<file path="src/rtl/tp_pkg.sv">
`timescale 1ns/1ps
package tp_pkg;
  typedef logic [1:0] ctr2_t;

  localparam ctr2_t CTR_MAX = 2'd3;
  localparam ctr2_t CTR_MIN = 2'd0;
  localparam ctr2_t CTR_WEAK_LO = 2'd1;

  function automatic ctr2_t ctr_step(input ctr2_t c, input logic up);
    ctr2_t r;
    if (up) r = (c == CTR_MAX) ? c : c + 2'd1;
    else    r = (c == CTR_MIN) ? c : c - 2'd1;
    return r;
  endfunction

  function automatic logic ctr_says_taken(input ctr2_t c);
    return c[1];
  endfunction
endpackage

</file>
<file path="src/rtl/tp_ctr_table.sv">
`timescale 1ns/1ps
module tp_ctr_table
  import tp_pkg::*;
#(
  parameter int IDX_W = 6,
  parameter logic [1:0] RST_VAL = 2'd1
) (
  input  logic             clk,
  input  logic             rst_n,
  input  logic [IDX_W-1:0] rd_idx,
  output ctr2_t            rd_val,
  input  logic             wr_en,
  input  logic [IDX_W-1:0] wr_idx,
  input  logic             wr_up
);
  localparam int DEPTH = 1 << IDX_W;

  ctr2_t cells [DEPTH];

  always_ff @(posedge clk) begin
    if (!rst_n) begin
      for (int i = 0; i < DEPTH; i++) cells[i] <= ctr2_t'(RST_VAL);
    end else if (wr_en) begin
      cells[wr_idx] <= ctr_step(cells[wr_idx], wr_up);
    end
  end

  assign rd_val = cells[rd_idx];

  AST_TBL_HOLD: assert property (@(posedge clk) disable iff (!rst_n)
    !wr_en |=> ($stable(rd_idx) -> $stable(rd_val)));

  AST_TBL_STEP: assert property (@(posedge clk) disable iff (!rst_n)
    (wr_en && wr_up && rd_idx == wr_idx && rd_val != CTR_MAX) |=>
      ($stable(rd_idx) -> (rd_val == $past(rd_val) + 2'd1)));
endmodule

</file>
<file path="src/rtl/tp_hist_table.sv">
`timescale 1ns/1ps
module tp_hist_table #(
  parameter int IDX_W  = 4,
  parameter int HIST_W = 6
) (
  input  logic              clk,
  input  logic              rst_n,
  input  logic [IDX_W-1:0]  rd_idx,
  output logic [HIST_W-1:0] rd_hist,
  input  logic              wr_en,
  input  logic [IDX_W-1:0]  wr_idx,
  input  logic              wr_bit,
  output logic [HIST_W-1:0] wr_hist
);
  localparam int DEPTH = 1 << IDX_W;

  logic [HIST_W-1:0] rows [DEPTH];

  always_ff @(posedge clk) begin
    if (!rst_n) begin
      for (int i = 0; i < DEPTH; i++) rows[i] <= '0;
    end else if (wr_en) begin
      rows[wr_idx] <= {rows[wr_idx][HIST_W-2:0], wr_bit};
    end
  end

  assign rd_hist = rows[rd_idx];
  assign wr_hist = rows[wr_idx];

  AST_LHT_SHIFT: assert property (@(posedge clk) disable iff (!rst_n)
    wr_en |=> ($stable(wr_idx) ->
      (wr_hist[0] == $past(wr_bit) && wr_hist[HIST_W-1:1] == $past(wr_hist[HIST_W-2:0]))));
endmodule

</file>
<file path="src/rtl/tourney_predictor.sv">
`timescale 1ns/1ps
module tourney_predictor
  import tp_pkg::*;
#(
  parameter int PC_W      = 32,
  parameter int LHT_IDX_W = 4,
  parameter int LHIST_W   = 6,
  parameter int GHIST_W   = 6,
  parameter int CHO_IDX_W = 6
) (
  input  logic            clk,
  input  logic            rst_n,
  input  logic [PC_W-1:0] lk_pc,
  output logic            pred_taken,
  output logic            pred_sel_global,
  output logic            pred_local,
  output logic            pred_global,
  input  logic            upd_valid,
  output logic            upd_ready,
  input  logic [PC_W-1:0] upd_pc,
  input  logic            upd_taken,
  input  logic            upd_local_pred,
  input  logic            upd_global_pred
);
  localparam int PC_LSB = 2;

  logic upd_fire;
  logic [GHIST_W-1:0] ghr;

  logic [LHIST_W-1:0] lk_lhist, up_lhist;
  logic [GHIST_W-1:0] lk_gidx, up_gidx;
  ctr2_t lk_lctr, lk_gctr, lk_cctr;
  logic  disagree;

  assign upd_ready = 1'b1;
  assign upd_fire  = upd_valid & upd_ready;
  assign disagree  = upd_local_pred ^ upd_global_pred;

  always_ff @(posedge clk) begin
    if (!rst_n) ghr <= '0;
    else if (upd_fire) ghr <= {ghr[GHIST_W-2:0], upd_taken};
  end

  assign lk_gidx = ghr ^ lk_pc[PC_LSB +: GHIST_W];
  assign up_gidx = ghr ^ upd_pc[PC_LSB +: GHIST_W];

  tp_hist_table #(.IDX_W(LHT_IDX_W), .HIST_W(LHIST_W)) u_lht (
    .clk(clk), .rst_n(rst_n),
    .rd_idx(lk_pc[PC_LSB +: LHT_IDX_W]), .rd_hist(lk_lhist),
    .wr_en(upd_fire), .wr_idx(upd_pc[PC_LSB +: LHT_IDX_W]),
    .wr_bit(upd_taken), .wr_hist(up_lhist)
  );

  tp_ctr_table #(.IDX_W(LHIST_W), .RST_VAL(CTR_WEAK_LO)) u_lct (
    .clk(clk), .rst_n(rst_n),
    .rd_idx(lk_lhist), .rd_val(lk_lctr),
    .wr_en(upd_fire), .wr_idx(up_lhist), .wr_up(upd_taken)
  );

  tp_ctr_table #(.IDX_W(GHIST_W), .RST_VAL(CTR_WEAK_LO)) u_gct (
    .clk(clk), .rst_n(rst_n),
    .rd_idx(lk_gidx), .rd_val(lk_gctr),
    .wr_en(upd_fire), .wr_idx(up_gidx), .wr_up(upd_taken)
  );

  tp_ctr_table #(.IDX_W(CHO_IDX_W), .RST_VAL(CTR_WEAK_LO)) u_cho (
    .clk(clk), .rst_n(rst_n),
    .rd_idx(lk_pc[PC_LSB +: CHO_IDX_W]), .rd_val(lk_cctr),
    .wr_en(upd_fire & disagree), .wr_idx(upd_pc[PC_LSB +: CHO_IDX_W]),
    .wr_up(upd_global_pred == upd_taken)
  );

  assign pred_local      = ctr_says_taken(lk_lctr);
  assign pred_global     = ctr_says_taken(lk_gctr);
  assign pred_sel_global = ctr_says_taken(lk_cctr);
  assign pred_taken      = pred_sel_global ? pred_global : pred_local;

  AST_GHR_IN: assert property (@(posedge clk) disable iff (!rst_n)
    upd_fire |=> ghr[0] == $past(upd_taken));

  AST_GHR_HOLD: assert property (@(posedge clk) disable iff (!rst_n)
    !upd_fire |=> $stable(ghr));

  AST_CHO_AGREE: assert property (@(posedge clk) disable iff (!rst_n)
    (!upd_fire || !disagree) |=> ($stable(lk_pc) -> $stable(pred_sel_global)));

  AST_IDLE_HOLD: assert property (@(posedge clk) disable iff (!rst_n)
    !upd_valid |=> ($stable(lk_pc) -> $stable(pred_taken)));
endmodule

</file>
<file path="config.mk">
export PLATFORM = sky130hd
export DESIGN_NAME = tourney_predictor
export DESIGN_NICKNAME = d
export VERILOG_FILES = /design/src/rtl/tp_pkg.sv /design/src/rtl/tp_ctr_table.sv /design/src/rtl/tp_hist_table.sv /design/src/rtl/tourney_predictor.sv
export SDC_FILE = /design/constraint.sdc
export NUM_CORES = 1
export LEC_CHECK = 0
export BUFFER_PORTS_ARGS = -buffer_cell sky130_fd_sc_hd__buf_4
export CAP_MARGIN = 40
export CORE_UTILIZATION = 58
export DETAILED_ROUTE_END_ITERATION = 12
export GPL_TIMING_DRIVEN = 0
export PLACE_DENSITY_LB_ADDON = 0.3
export SLEW_MARGIN = 10
export SYNTH_ARGS = -nofsm -noshare
export SYNTH_HDL_FRONTEND = slang
export SYNTH_HIERARCHICAL = 1
export SYNTH_SLANG_ARGS = --single-unit
export TNS_END_PERCENT = 20
</file>
<file path="constraint.sdc">
create_clock -name clk -period 9.4 [get_ports clk]
set_input_delay 1.88 -clock clk [delete_from_list [all_inputs] [get_ports clk]]
set_output_delay 1.88 -clock clk [all_outputs]
set_load 0.02 [all_outputs]
</file>
==> impl_metrics.ini <==
[outcome]
status = complete, no violations

[sta]
layout_min_cycle_time_ns = 8.22
fin_setup_tns_ns = 0
post-route-period-util_pct = 87.5
max_freq_mhz = 122
rsz0062_at_grt = no
drv_slew = 0
holdWs_ns = 0.568
maxSlewHeadroom_pct = 32.5
fin_skew_ns = 0.0263
timing_hold_violations_final = 0
tightestPinTransition_ns = 1.01
setup_viol = 0

[global_routing]
grt_pass1_wl_um = 131000
grt_max_degree = 28
antenna_found_initial = 0
grt_pass1_vias = 21200
grtUsageTotal_pct = 37.4
overflow = 0

[die]
rows = 79
chipHeight_um = 219
io_pins = 75
start_util_pct = 58.8
core-area_um2 = 46500
die_area_um2 = 47900
fp.dieW_um = 219

[placement]
dp_cells = 2973
globalplace.congestion = 1.03
dp_hpwl_um = 62700
port_buffers = 21

[clock_tree]
htreeDepth = 2
cts_setup_buffers = 0
hold_buffers = 0
clk_latency_ns = 0.62
cts_tree = done
root_buffer = clkbuf_16
postCtsResizedCells = 0
clockBufferDepth = 3
clk_transition_reported_paths_ns = 0.06
clock-sinks = 486
cts_buffers = 52

[routing]
drc = 0
num_vias = 21700
drtPass1Iterations = 7
postRouteAntennaNets = 0
drt-total-wl_um = 89200
post_drt_wl_per_cell_um = 29.1
first_iter_violations = 3976
vias_per_cell = 7.08

[cells_and_area]
diodes = 0
drive_gt1_share_pct = 21.2
fin_util_pct = 64.9
areaGrowthSynthToFinish_pct = 10.5
instances_no_fill = 3069
finalNetCount = 2491

[worst_hold_path]
min_to = ghr[5]
holdPathStages = 2
worstHoldStart = ghr[5]
hold_class = reg2reg

[yosys]
ys_warn_count = 6
syn_avg_cell_area_um2 = 11.8
netlist_area_um2 = 27300
syn_nets = 2374
syn-instance-count = 2304

[setup_path]
r2r_setup_slack_ns = 4.67
cp-end-kind = output port
cp-start-kind = input pin
reg2reg_to = u_lct/cells[60][1]
crit_path_max_fanout = 10
rr_startpoint = u_lht/rows[3][0]
arrival_ns = 6.34
critPathRequiredTime_ns = 7.52
reg2reg_depth = 15
path_class = in2out

[power]
leakage_nw = 10.0
p_per_area_nw_per_um2 = 181
power_mw = 5.45
peakVddDrop_mv = 0.159

[flow_run]
max_cap_viol_count = 0
==> worst max-delay path, cell delays in order <==
cell and delay [ns]:
buf_4 0.16, clkbuf_2 0.24, buf_2 0.35, mux4_2 0.27
a22oi_1 0.11, nand2_1 0.10, clkbuf_1 0.40, buf_1 0.49
mux4_2 0.57, mux4_2 0.51, mux2_2 0.28, nand2_1 0.06
o21ai_0 0.21, buf_4 0.25, mux2_2 0.27, buf_4 0.16
==> where the power goes <==
group          switching (mW)  total [mW]  internal, mW
combinational           0.699        1.03         0.332
clock                   0.865        1.95          1.09
sequential             0.0354        2.47          2.43
total                    1.60        5.45          3.85
==> flip-flops by register name (all words and copies together), names as in the netlist <==
register,count
ghr,6
u_cho/cells,128
u_lct/cells,128
u_gct/cells,128
u_lht/rows,96
==> cell usage in the layout, fill, tap and decap left out, types with 25 or more instances in the layout <==
| cell | n |
|---|---|
| a221oi_1 | 49 |
| a22oi_1 | 45 |
| buf_2 | 64 |
| o21ai_0 | 52 |
| buf_6 | 54 |
| mux2_2 | 25 |
| nor2b_1 | 34 |
| nor2_1 | 230 |
| nand2_1 | 423 |
| and3_1 | 74 |
| clkbuf_1 | 131 |
| buf_1 | 27 |
| mux4_2 | 116 |
| nand3_1 | 88 |
| mux2i_1 | 67 |
| buf_4 | 38 |
| edfxtp_1 | 480 |
| nor3_1 | 31 |
| nand3_2 | 132 |
| clkbuf_16 | 53 |
==> final cells by class <==
cell class | instances | area, um2
Buffer | 242 | 1350
Timing Repair Buffer | 63 | 524
Sequential cell | 486 | 14500
Clock inverter | 24 | 168
Fill cell | 3539 | 16300
Inverter | 12 | 45.0
Tap cell | 607 | 759
Multi-Input combinational cell | 1564 | 11400
Clock buffer | 71 | 1390
==> metrics by stage <==
stage	cell area, um2	worst slack, ns
finish	30200	1.18
global route	30200	1.15
CTS	30100	1.32
detailed placement	28600	1.37
global placement	28200	1.20
floorplan	27300	2.46
==> routing by layer <==
| metal | wire, um | share of wire [%] | up-vias | GRT usage, % |
|---|---|---|---|---|
| li1 | - | - | 8895 | - |
| met1 | 31900 | 36 | 10500 | 50.4 |
| met2 | 40200 | 45 | 1904 | 57.5 |
| met3 | 12300 | 14 | 390 | 7.96 |
| met4 | 4890 | 5.5 | 0 | 19.0 |
| met5 | 0 | 0 | - | 0 |
==> worst max-delay path by stage <==
| stage | from | end | slack, ns | cells past startpoint |
|---|---|---|---|---|
| floorplan | lk_pc[2] | pred_taken | 2.46 | 13 |
| global placement | lk_pc[3] | pred_taken | 1.20 | 15 |
| detailed placement | lk_pc[3] | pred_taken | 1.37 | 16 |
| CTS | lk_pc[3] | pred_taken | 1.32 | 16 |
| global route | lk_pc[3] | pred_taken | 1.15 | 16 |
| finish | lk_pc[3] | pred_taken | 1.18 | 16 |
(Power assumes the default switching activity.)
